**config.mk**
```make
export PLATFORM = sky130hd
export DESIGN_NAME = exc_arbiter
export DESIGN_NICKNAME = d
export VERILOG_FILES = /design/src/rtl/exc_pkg.sv /design/src/rtl/exc_g0_sel.sv /design/src/rtl/exc_g1_sel.sv /design/src/rtl/exc_g2_sel.sv /design/src/rtl/exc_arbiter.sv
export SDC_FILE = /design/constraint.sdc
export NUM_CORES = 1
export LEC_CHECK = 0
export ABC_AREA = 1
export BUFFER_PORTS_ARGS = -buffer_cell sky130_fd_sc_hd__clkbuf_2
export CORE_MARGIN = 1.5
export CORE_UTILIZATION = 41
export CTS_BUF_LIST = sky130_fd_sc_hd__clkbuf_8
export DETAILED_ROUTE_END_ITERATION = 10
export MAX_ROUTING_LAYER = met4
export PLACE_DENSITY = 0.83
export SETUP_SLACK_MARGIN = 0.1
export SYNTH_ARGS = -nofsm -noshare
export SYNTH_HDL_FRONTEND = slang
export SYNTH_SLANG_ARGS = --single-unit
```
**constraint.sdc**
```tcl
create_clock -name clk_i -period 0.8 [get_ports clk_i]
set_clock_uncertainty 0.05 [all_clocks]
set_input_delay 0.04 -clock clk_i [delete_from_list [all_inputs] [get_ports clk_i]]
set_output_delay 0.04 -clock clk_i [all_outputs]
set_load 0.02 [all_outputs]
```
**src/rtl/exc_pkg.sv**
```systemverilog
package exc_pkg;
  localparam int VEC_W   = 8;
  localparam int LVL_W   = 3;
  localparam int TRAP_W  = 4;

  typedef enum logic [1:0] {
    GRP_ABORT    = 2'd0,
    GRP_BOUNDARY = 2'd1,
    GRP_INSN     = 2'd2
  } exc_grp_e;

  localparam logic [VEC_W-1:0] VEC_RESET     = 8'd0;
  localparam logic [VEC_W-1:0] VEC_BUS_ERR   = 8'd2;
  localparam logic [VEC_W-1:0] VEC_ADDR_ERR  = 8'd3;
  localparam logic [VEC_W-1:0] VEC_ILLEGAL   = 8'd4;
  localparam logic [VEC_W-1:0] VEC_ZDIV      = 8'd5;
  localparam logic [VEC_W-1:0] VEC_CHK       = 8'd6;
  localparam logic [VEC_W-1:0] VEC_TRAPV     = 8'd7;
  localparam logic [VEC_W-1:0] VEC_PRIV      = 8'd8;
  localparam logic [VEC_W-1:0] VEC_TRACE     = 8'd9;
  localparam logic [VEC_W-1:0] VEC_LINE_A    = 8'd10;
  localparam logic [VEC_W-1:0] VEC_LINE_F    = 8'd11;
  localparam logic [VEC_W-1:0] VEC_AUTO_BASE = 8'd24;
  localparam logic [VEC_W-1:0] VEC_TRAP_BASE = 8'd32;
endpackage

```
**src/rtl/exc_g0_sel.sv**
```systemverilog
module exc_g0_sel
  import exc_pkg::*;
(
  input  logic             rst_req_i,
  input  logic             bus_err_i,
  input  logic             addr_err_i,
  output logic             hit_o,
  output logic [VEC_W-1:0] vec_o
);
  always_comb begin
    hit_o = 1'b1;
    if (rst_req_i)       vec_o = VEC_RESET;
    else if (bus_err_i)  vec_o = VEC_BUS_ERR;
    else if (addr_err_i) vec_o = VEC_ADDR_ERR;
    else begin
      hit_o = 1'b0;
      vec_o = '0;
    end
  end
endmodule

```
**src/rtl/exc_g1_sel.sv**
```systemverilog
module exc_g1_sel
  import exc_pkg::*;
#(
  parameter int IRQ_LVLS = 7,
  parameter int OPC_W    = 16
) (
  input  logic             trace_en_i,
  input  logic [LVL_W-1:0] irq_lvl_i,
  input  logic             illegal_i,
  input  logic             priv_viol_i,
  input  logic             opcode_vld_i,
  input  logic [OPC_W-1:0] opcode_i,
  output logic             hit_o,
  output logic [VEC_W-1:0] vec_o
);
  localparam logic [3:0] NIB_A = 4'hA;
  localparam logic [3:0] NIB_F = 4'hF;

  logic [3:0] top_nib;
  logic       line_a, line_f;
  logic       irq_hit;
  logic [VEC_W-1:0] irq_vec;

  assign top_nib = opcode_i[OPC_W-1 -: 4];
  assign line_a  = opcode_vld_i && (top_nib == NIB_A);
  assign line_f  = opcode_vld_i && (top_nib == NIB_F);

  // ascending scan: the last match is the highest level
  always_comb begin
    irq_hit = 1'b0;
    irq_vec = '0;
    for (int l = 1; l <= IRQ_LVLS; l++) begin
      if (irq_lvl_i == LVL_W'(l)) begin
        irq_hit = 1'b1;
        irq_vec = VEC_AUTO_BASE + VEC_W'(l);
      end
    end
  end

  always_comb begin
    hit_o = 1'b1;
    if (trace_en_i)       vec_o = VEC_TRACE;
    else if (irq_hit)     vec_o = irq_vec;
    else if (illegal_i)   vec_o = VEC_ILLEGAL;
    else if (line_a)      vec_o = VEC_LINE_A;
    else if (line_f)      vec_o = VEC_LINE_F;
    else if (priv_viol_i) vec_o = VEC_PRIV;
    else begin
      hit_o = 1'b0;
      vec_o = '0;
    end
  end
endmodule

```
**src/rtl/exc_g2_sel.sv**
```systemverilog
module exc_g2_sel
  import exc_pkg::*;
#(
  parameter int DATA_W = 32
) (
  input  logic                     trap_i,
  input  logic [TRAP_W-1:0]        trap_num_i,
  input  logic                     trapv_i,
  input  logic                     v_flag_i,
  input  logic                     chk_i,
  input  logic signed [DATA_W-1:0] chk_val_i,
  input  logic signed [DATA_W-1:0] chk_bound_i,
  input  logic                     zdiv_i,
  output logic                     hit_o,
  output logic [VEC_W-1:0]         vec_o
);
  logic chk_fail;
  assign chk_fail = chk_i && ((chk_val_i < 0) || (chk_val_i > chk_bound_i));

  always_comb begin
    hit_o = 1'b1;
    if (trap_i)                   vec_o = VEC_TRAP_BASE + VEC_W'(trap_num_i);
    else if (trapv_i && v_flag_i) vec_o = VEC_TRAPV;
    else if (chk_fail)            vec_o = VEC_CHK;
    else if (zdiv_i)              vec_o = VEC_ZDIV;
    else begin
      hit_o = 1'b0;
      vec_o = '0;
    end
  end
endmodule

```
**src/rtl/exc_arbiter.sv**
```systemverilog
module exc_arbiter
  import exc_pkg::*;
#(
  parameter int DATA_W   = 32,
  parameter int IRQ_LVLS = 7,
  parameter int OPC_W    = 16
) (
  input  logic                     clk_i,
  input  logic                     rst_ni,
  input  logic                     rst_req_i,
  input  logic                     bus_err_i,
  input  logic                     addr_err_i,
  input  logic                     insn_done_i,
  input  logic                     trace_en_i,
  input  logic [LVL_W-1:0]         irq_lvl_i,
  input  logic                     illegal_i,
  input  logic                     priv_viol_i,
  input  logic                     opcode_vld_i,
  input  logic [OPC_W-1:0]         opcode_i,
  input  logic                     trap_i,
  input  logic [TRAP_W-1:0]        trap_num_i,
  input  logic                     trapv_i,
  input  logic                     v_flag_i,
  input  logic                     chk_i,
  input  logic signed [DATA_W-1:0] chk_val_i,
  input  logic signed [DATA_W-1:0] chk_bound_i,
  input  logic                     zdiv_i,
  output logic                     valid_o,
  output logic [VEC_W-1:0]         vector_o,
  output logic [1:0]               group_o,
  output logic                     abort_o
);
  logic             g0_hit, g1_hit, g2_hit;
  logic [VEC_W-1:0] g0_vec, g1_vec, g2_vec;
  logic             sel_vld;
  logic [VEC_W-1:0] sel_vec;
  exc_grp_e         sel_grp;

  exc_g0_sel u_g0 (
    .rst_req_i (rst_req_i),
    .bus_err_i (bus_err_i),
    .addr_err_i(addr_err_i),
    .hit_o     (g0_hit),
    .vec_o     (g0_vec)
  );

  exc_g1_sel #(.IRQ_LVLS(IRQ_LVLS), .OPC_W(OPC_W)) u_g1 (
    .trace_en_i  (trace_en_i),
    .irq_lvl_i   (irq_lvl_i),
    .illegal_i   (illegal_i),
    .priv_viol_i (priv_viol_i),
    .opcode_vld_i(opcode_vld_i),
    .opcode_i    (opcode_i),
    .hit_o       (g1_hit),
    .vec_o       (g1_vec)
  );

  exc_g2_sel #(.DATA_W(DATA_W)) u_g2 (
    .trap_i     (trap_i),
    .trap_num_i (trap_num_i),
    .trapv_i    (trapv_i),
    .v_flag_i   (v_flag_i),
    .chk_i      (chk_i),
    .chk_val_i  (chk_val_i),
    .chk_bound_i(chk_bound_i),
    .zdiv_i     (zdiv_i),
    .hit_o      (g2_hit),
    .vec_o      (g2_vec)
  );

  always_comb begin
    sel_vld = 1'b1;
    sel_grp = GRP_ABORT;
    sel_vec = '0;
    if (g0_hit) begin
      sel_vec = g0_vec;
    end else if (insn_done_i && g1_hit) begin
      sel_grp = GRP_BOUNDARY;
      sel_vec = g1_vec;
    end else if (g2_hit) begin
      sel_grp = GRP_INSN;
      sel_vec = g2_vec;
    end else begin
      sel_vld = 1'b0;
    end
  end

  always_ff @(posedge clk_i or negedge rst_ni) begin
    if (!rst_ni) begin
      valid_o  <= 1'b0;
      vector_o <= '0;
      group_o  <= 2'd0;
      abort_o  <= 1'b0;
    end else begin
      valid_o  <= sel_vld;
      vector_o <= sel_vec;
      group_o  <= sel_grp;
      abort_o  <= sel_vld && (sel_grp == GRP_ABORT);
    end
  end

  p_abort_grp0_r9: assert property (@(posedge clk_i) disable iff (!rst_ni)
    abort_o |-> (valid_o && group_o == 2'd0));
  p_idle_zero_r9: assert property (@(posedge clk_i) disable iff (!rst_ni)
    !valid_o |-> (vector_o == '0 && group_o == 2'd0 && !abort_o));
  p_bus_err_abort_r1: assert property (@(posedge clk_i) disable iff (!rst_ni)
    bus_err_i |=> (valid_o && abort_o));
  p_boundary_only_r2: assert property (@(posedge clk_i) disable iff (!rst_ni)
    (valid_o && group_o == 2'd1) |-> $past(insn_done_i));
  p_trace_tbit_r3: assert property (@(posedge clk_i) disable iff (!rst_ni)
    (valid_o && group_o == 2'd1 && vector_o == VEC_TRACE) |-> $past(trace_en_i));
  p_trapv_vflag_r6: assert property (@(posedge clk_i) disable iff (!rst_ni)
    (valid_o && group_o == 2'd2 && vector_o == VEC_TRAPV) |-> $past(v_flag_i));
  p_group_range_r8: assert property (@(posedge clk_i) disable iff (!rst_ni)
    valid_o |-> (group_o != 2'd3));
endmodule

```
Word level (Yosys, flattened, before mapping)
Index checks and enable logic that the tools add are counted.
{ "totals": {"register_bits": 12, "out_inout_bits": 12, "word_cells": 73, "in_bits": 102} }
{ "classes": {"n_addsub": 1, "eq_ne": 9, "n_reduce_logical": 8, "mux": 49, "n_lt_le_gt_ge": 2} }
{ "op_table": {"columns": ["cell", "n"], "rows": [
  ["$mux W8", 13],
  ["$mux W5", 7],
  ["$gt A32 B32 Y1", 1],
  ["$lt A32 B1 Y1 const B", 1],
  ["$mux W1", 23],
  ["$eq A3 B3 Y1 const B", 4],
  ["$eq A4 B4 Y1 const B", 2],
  ["$mux W2", 4],
  ["$add A6 B4 Y7 const A", 1],
  ["$eq A3 B2 Y1 const B", 2],
  ["$logic_and A1 B1 Y1", 6],
  ["$mux W4", 1],
  ["$eq A3 B1 Y1 const B", 1],
  ["$mux W3", 1],
  ["$logic_not A2 Y1", 1],
  ["$logic_or A1 B1 Y1", 1]
]} }

Depth between registers and ports, before layout
{ "depth": {"ltp_word": 15, "mapped_depth": 23, "ltp_nobuf": 23} }

Cells and area by module
Synthesis repeated with hierarchy kept, for this count alone.
{ "hier_totals": {"cells_unflattened": 300, "area_unflattened_um2": 1920.6} }
{ "modules_own_cells": {"columns": ["module", "instances", "cells_each", "area_each_um2"], "rows": [
  ["exc_g2_sel", 1, 170, 1023.5],
  ["exc_arbiter", 1, 79, 645.6],
  ["exc_g1_sel", 1, 37, 171.4],
  ["exc_g0_sel", 1, 14, 80.1]
]} }

Worst setup path after synthesis
No wires, ideal clock.
{ "synth_timing": {"kind": "input to register", "startpoint": "in chk_bound_i[31]", "endpoint": "reg vector_o[2]", "setup_slack_ns": -0.738, "cell_stages": 17, "arrival_ns": 1.376, "path_cell_list": "inv_1 ha_1 a21oi_1 o21a_2 nand2_1 a21oi_1 nand2_1 nand2_1 nand2_1 nand2_1 nand2_1 nand2_2 nand2_4 inv_2 nand3_1 nand2_1 inv_1"} }
{ "synth_between": {"elab_chain_len": 9, "word_cells_on_any_way": 12, "classes_between": "order compare (1); mux (9); reduce/logical (2)"} }
{ "synth_lines": {"columns": ["item", "line_no", "text"], "rows": [
  ["from (decl)", "exc_arbiter.sv:26", "input logic signed [DATA_W-1:0] chk_bound_i,"],
  ["$gt A32 B32 Y1 *", "exc_g2_sel.sv:18", "assign chk_fail = chk_i && ((chk_val_i < 0) || (chk_val_i > chk_bound_i));"],
  ["$logic_or A1 B1 Y1 *", "exc_g2_sel.sv:18", null],
  ["$logic_and A1 B1 Y1 *", "exc_g2_sel.sv:18", null],
  ["$mux W8 / $mux W1 (equally long branches)", "exc_g2_sel.sv:24", "else if (chk_fail) vec_o = VEC_CHK;"],
  ["$mux W8 / $mux W1 (equally long branches)", "exc_g2_sel.sv:23", "else if (trapv_i && v_flag_i) vec_o = VEC_TRAPV;"],
  ["$mux W8 / $mux W1 (equally long branches)", "exc_g2_sel.sv:22", "if (trap_i) vec_o = VEC_TRAP_BASE + VEC_W'(trap_num_i);"],
  ["$mux W8 *", "exc_arbiter.sv:80", "end else if (g2_hit) begin"],
  ["$mux W8 *", "exc_arbiter.sv:77", "end else if (insn_done_i && g1_hit) begin"],
  ["$mux W8 *", "exc_arbiter.sv:75", "if (g0_hit) begin"],
  ["named net sel_vec[2]", "exc_arbiter.sv:36", "logic [VEC_W-1:0] sel_vec;"],
  ["to (signal assigned)", "exc_arbiter.sv:96", "vector_o <= sel_vec;"],
  ["to (decl)", "exc_arbiter.sv:29", "output logic [VEC_W-1:0] vector_o,"]
]} }
The timed path passes the listed nets; every way through them passes the cells marked *.

Worst setup path after layout
{ "layout_timing": {"startpoint": "in chk_bound_i[21]", "endpoint": "reg vector_o[0]"} }
The elaborated chain is that of the path after synthesis.

==> results.yml <==
min_path:
  holdCritPathClass: "input pin to register"
  whs_path_depth: 3
  hold_start: "trap_num_i[3]"
  holdPathEnd: "vector_o[3]"
sta:
  finalSetupTns_ps: -4160
  hold_slack_ps: -25.3
  setup_viol: 19
  finalHoldViolations: 1
  setup_slack_ps: -694
  fmax_ghz: 0.669
  min_period_ps: 1490
  finalCritPeriodShare: 1.87
  rsz0062_at_grt: "true"
  finalMaxSlewViolations: 0
power:
  p_leak_nw: 1.50
  ir_drop_mv: 0.572
  power_mw: 2.40
  seq_power_share: 0.222
  p_per_area_nw_per_um2: 867
  switching_share: 0.336
  p_comb_frac: 0.510
  p_int_mw: 1.59
  switching_power_mw: 0.806
  clock_power_share: 0.268
clock_tree:
  hold_buffers: 1
  cts_tree: "yes"
  cts_buffers: 3
  clockRootBuffer: "clkbuf_8"
  cts.sinks: 10
  htreeDepth: 1
  clock_path_buffers: 2
  clk_pin_slew_ps: 50
floorplanning:
  num_rows: 21
  die_x_um: 62.7
  dieHeight_um: 62.7
  dieArea_sq_um: 3930
  core_area_sq_um: 3360
  ioPinCount: 114
  initial_utilization: 0.434
status:
  violations: "hold timing, setup timing"
  status: "finished, violations left"
logic_synthesis:
  yosysUniqueCellTypes: 30
  synth-compound-area-share: 0.120
  synth_xor_area_frac: 0
  synthCells: 216
  synth-simple-area-share: 0.280
  synthAdderAreaFrac: 0.274
  synth_ff_type: "dfrtp_1"
  ys_warn_count: 0
  yosysSeqAreaShare: 0.172
  postSynthAreaPerCell_sq_um: 6.75
  synth_top_family_by_area: "simple AND/OR/NAND/NOR gates"
  synthMuxAreaShare: 0
  synth-async-reset-ratio: 1.00
  synth-seq-cells: 10
  synth_edf_count: 0
  syn_area_sq_um: 1460
routing:
  routedWlPerCell_um: 11.7
  wl_mm: 4.54
  vias_per_cell: 4.76
  drt-pass1-iter-count: 7
  drcViolationCount: 0
  antenna_left: 0
  vias: 1845
  drt_iter0_markers: 64
layout:
  nets: 477
  ff_latch_area_sq_um: 250
  diodes: 0
  synthToLayoutAreaGrowth_pct: 89.5
  drive_gt1_frac: 0.635
  fill_cells: 255
  multi_input_area_sq_um: 1380
worst_setup_path:
  cpPeakStageDelay_ps: 260
  crit_family: "simple AND/OR/NAND/NOR gates"
  cp.required_ps: 920
  cp_max_fo: 2
  crit_top_cell: "nand2_1"
  critPathKind: "input pin to register"
  end_kind: "register"
  crit_arrival_ps: 1610
  path_buf_inv: 2
  path_cells: "clkbuf_16 > inv_12 > ha_4 > nand2_1 > nor2_2 > nand4_2 > nor2_2 > nand2_1 > nand3_1 > nand2_1 > nand2_1 > nand2_1 > nand2_2 > nand2_1 > nand2_1 > nand3_2 > a21oi_2"
  start_kind: "input pin"
  cp_slowest_cell: "ha_4"
place:
  place_hpwl_mm: 3.65
  port-buffer-count: 99
  place_congestion: 0.839
global_route:
  grt_pass1_vias: 1847
  grt_pass1_wl_mm: 6.92
  grt_antenna_before_repair: 0
  grt_max_degree: 11
  grt_overflow_total: 0
  grtUsageTotal: 0.221
flow_run:
  cap_viol_max_count: 0
## kinds of logic (layout without fill, tap and decap cells)
family | Yosys count | in the layout
buffers and inverters | 55 | 180
adders and majority gates | 32 | 32
DFF | 10 | 10
AOI/OAI and AO/OA | 29 | 29
other | 1 | 2
and+or+nand+nor | 89 | 89
## layout make-up
class                      instances  share of cell area
inverter                          52              0.0797
multi-input combinational        152               0.498
sequential                        10              0.0905
timing repair buffer             124               0.292
tap                               46              0.0208
clock buffer                       4              0.0199
## repair_timing
item / CTS / global route
pin swaps: 9 / 23
hold endpoints to repair: 11 / 1
setup buffers: 1 / 2
gates cloned: 0 / 0
setup endpoints to repair: 20 / 19
gates resized for setup: 19 / 50
## synth_stat cells (2+ instances only)
library cell / n / area [sq um]
ha_1: 32 / 400
nand4_1: 4 / 25.0
nor3_2: 2 / 20.0
nor2_1: 17 / 63.8
a21oi_2: 2 / 17.5
dfrtp_1: 10 / 250
or2_2: 2 / 12.5
buf_4: 2 / 15.0
inv_2: 5 / 18.8
o21bai_1: 2 / 15.0
a21oi_1: 15 / 75.1
nand3_1: 5 / 25.0
nor3_1: 4 / 20.0
inv_1: 47 / 176
nand2_1: 47 / 176
o21ai_0: 4 / 20.0
nor2_2: 2 / 12.5
nand2_2: 2 / 12.5
## sequential cells by signal, summed over array words and instances, names as in the netlist
| name | count |
|---|---|
| valid_o | 1 |
| abort_o | 1 |
| vector_o | 6 |
| group_o | 2 |
## worst max path at each step
stage	startpoint	endpoint	slack, ps	cells after the start
floorplan	chk_bound_i[21]	vector_o[2]	-670	18
global placement	chk_bound_i[21]	vector_o[2]	-940	19
detailed placement	chk_bound_i[21]	vector_o[0]	-1010	18
CTS	chk_bound_i[5]	vector_o[0]	-680	20
global route	chk_bound_i[9]	vector_o[0]	-840	20
finish	chk_bound_i[21]	vector_o[0]	-690	17
## power groups by stage
stage / clock (mW) / sequential (mW) / combinational (mW)
6_report: 0.642 / 0.531 / 1.22
5_1_grt: 0.685 / 0.531 / 1.37
2_1_floorplan: 0 / 0.557 / 0.566
3_5_place_dp: 0 / 0.535 / 1.07
3_3_place_gp: 0 / 0.535 / 1.02
4_1_cts: 0.634 / 0.528 / 1.13
## metrics by stage
stage               cell area, sq um  hold WS [ps]  utilization  setup WS, ps  std cells
CTS                             2600         -38.4        0.774          -683        386
global placement                2440          -141        0.725          -942        380
floorplan                       1750          -306            -          -673        217
finish                          2760         -25.3        0.822          -694        388
global route                    2760         -7.46        0.822          -841        388
detailed placement              2440          -140        0.725         -1010        380
## cells in the final DEF, fill, tap and decap left out, types with 7 or more instances in the layout
| cell type | n |
|---|---|
| nor2_1 | 11 |
| clkbuf_2 | 82 |
| nand2_1 | 38 |
| inv_1 | 26 |
| a21oi_1 | 7 |
| ha_1 | 11 |
| ha_4 | 21 |
| dfrtp_1 | 10 |
| nand2_2 | 10 |
| a21oi_2 | 10 |
| inv_2 | 20 |
| buf_6 | 15 |
| buf_4 | 23 |
## metal layers
metal | vias to the layer above | routed length [um] | track usage
met1 | 824 | 1620 | 0.214
met2 | 73 | 2600 | 0.435
li1 | 932 | - | -
met5 | - | 0 | -
met3 | 16 | 180 | 0.0270
met4 | 0 | 140 | 0.0917
(Power assumes the default switching activity.)
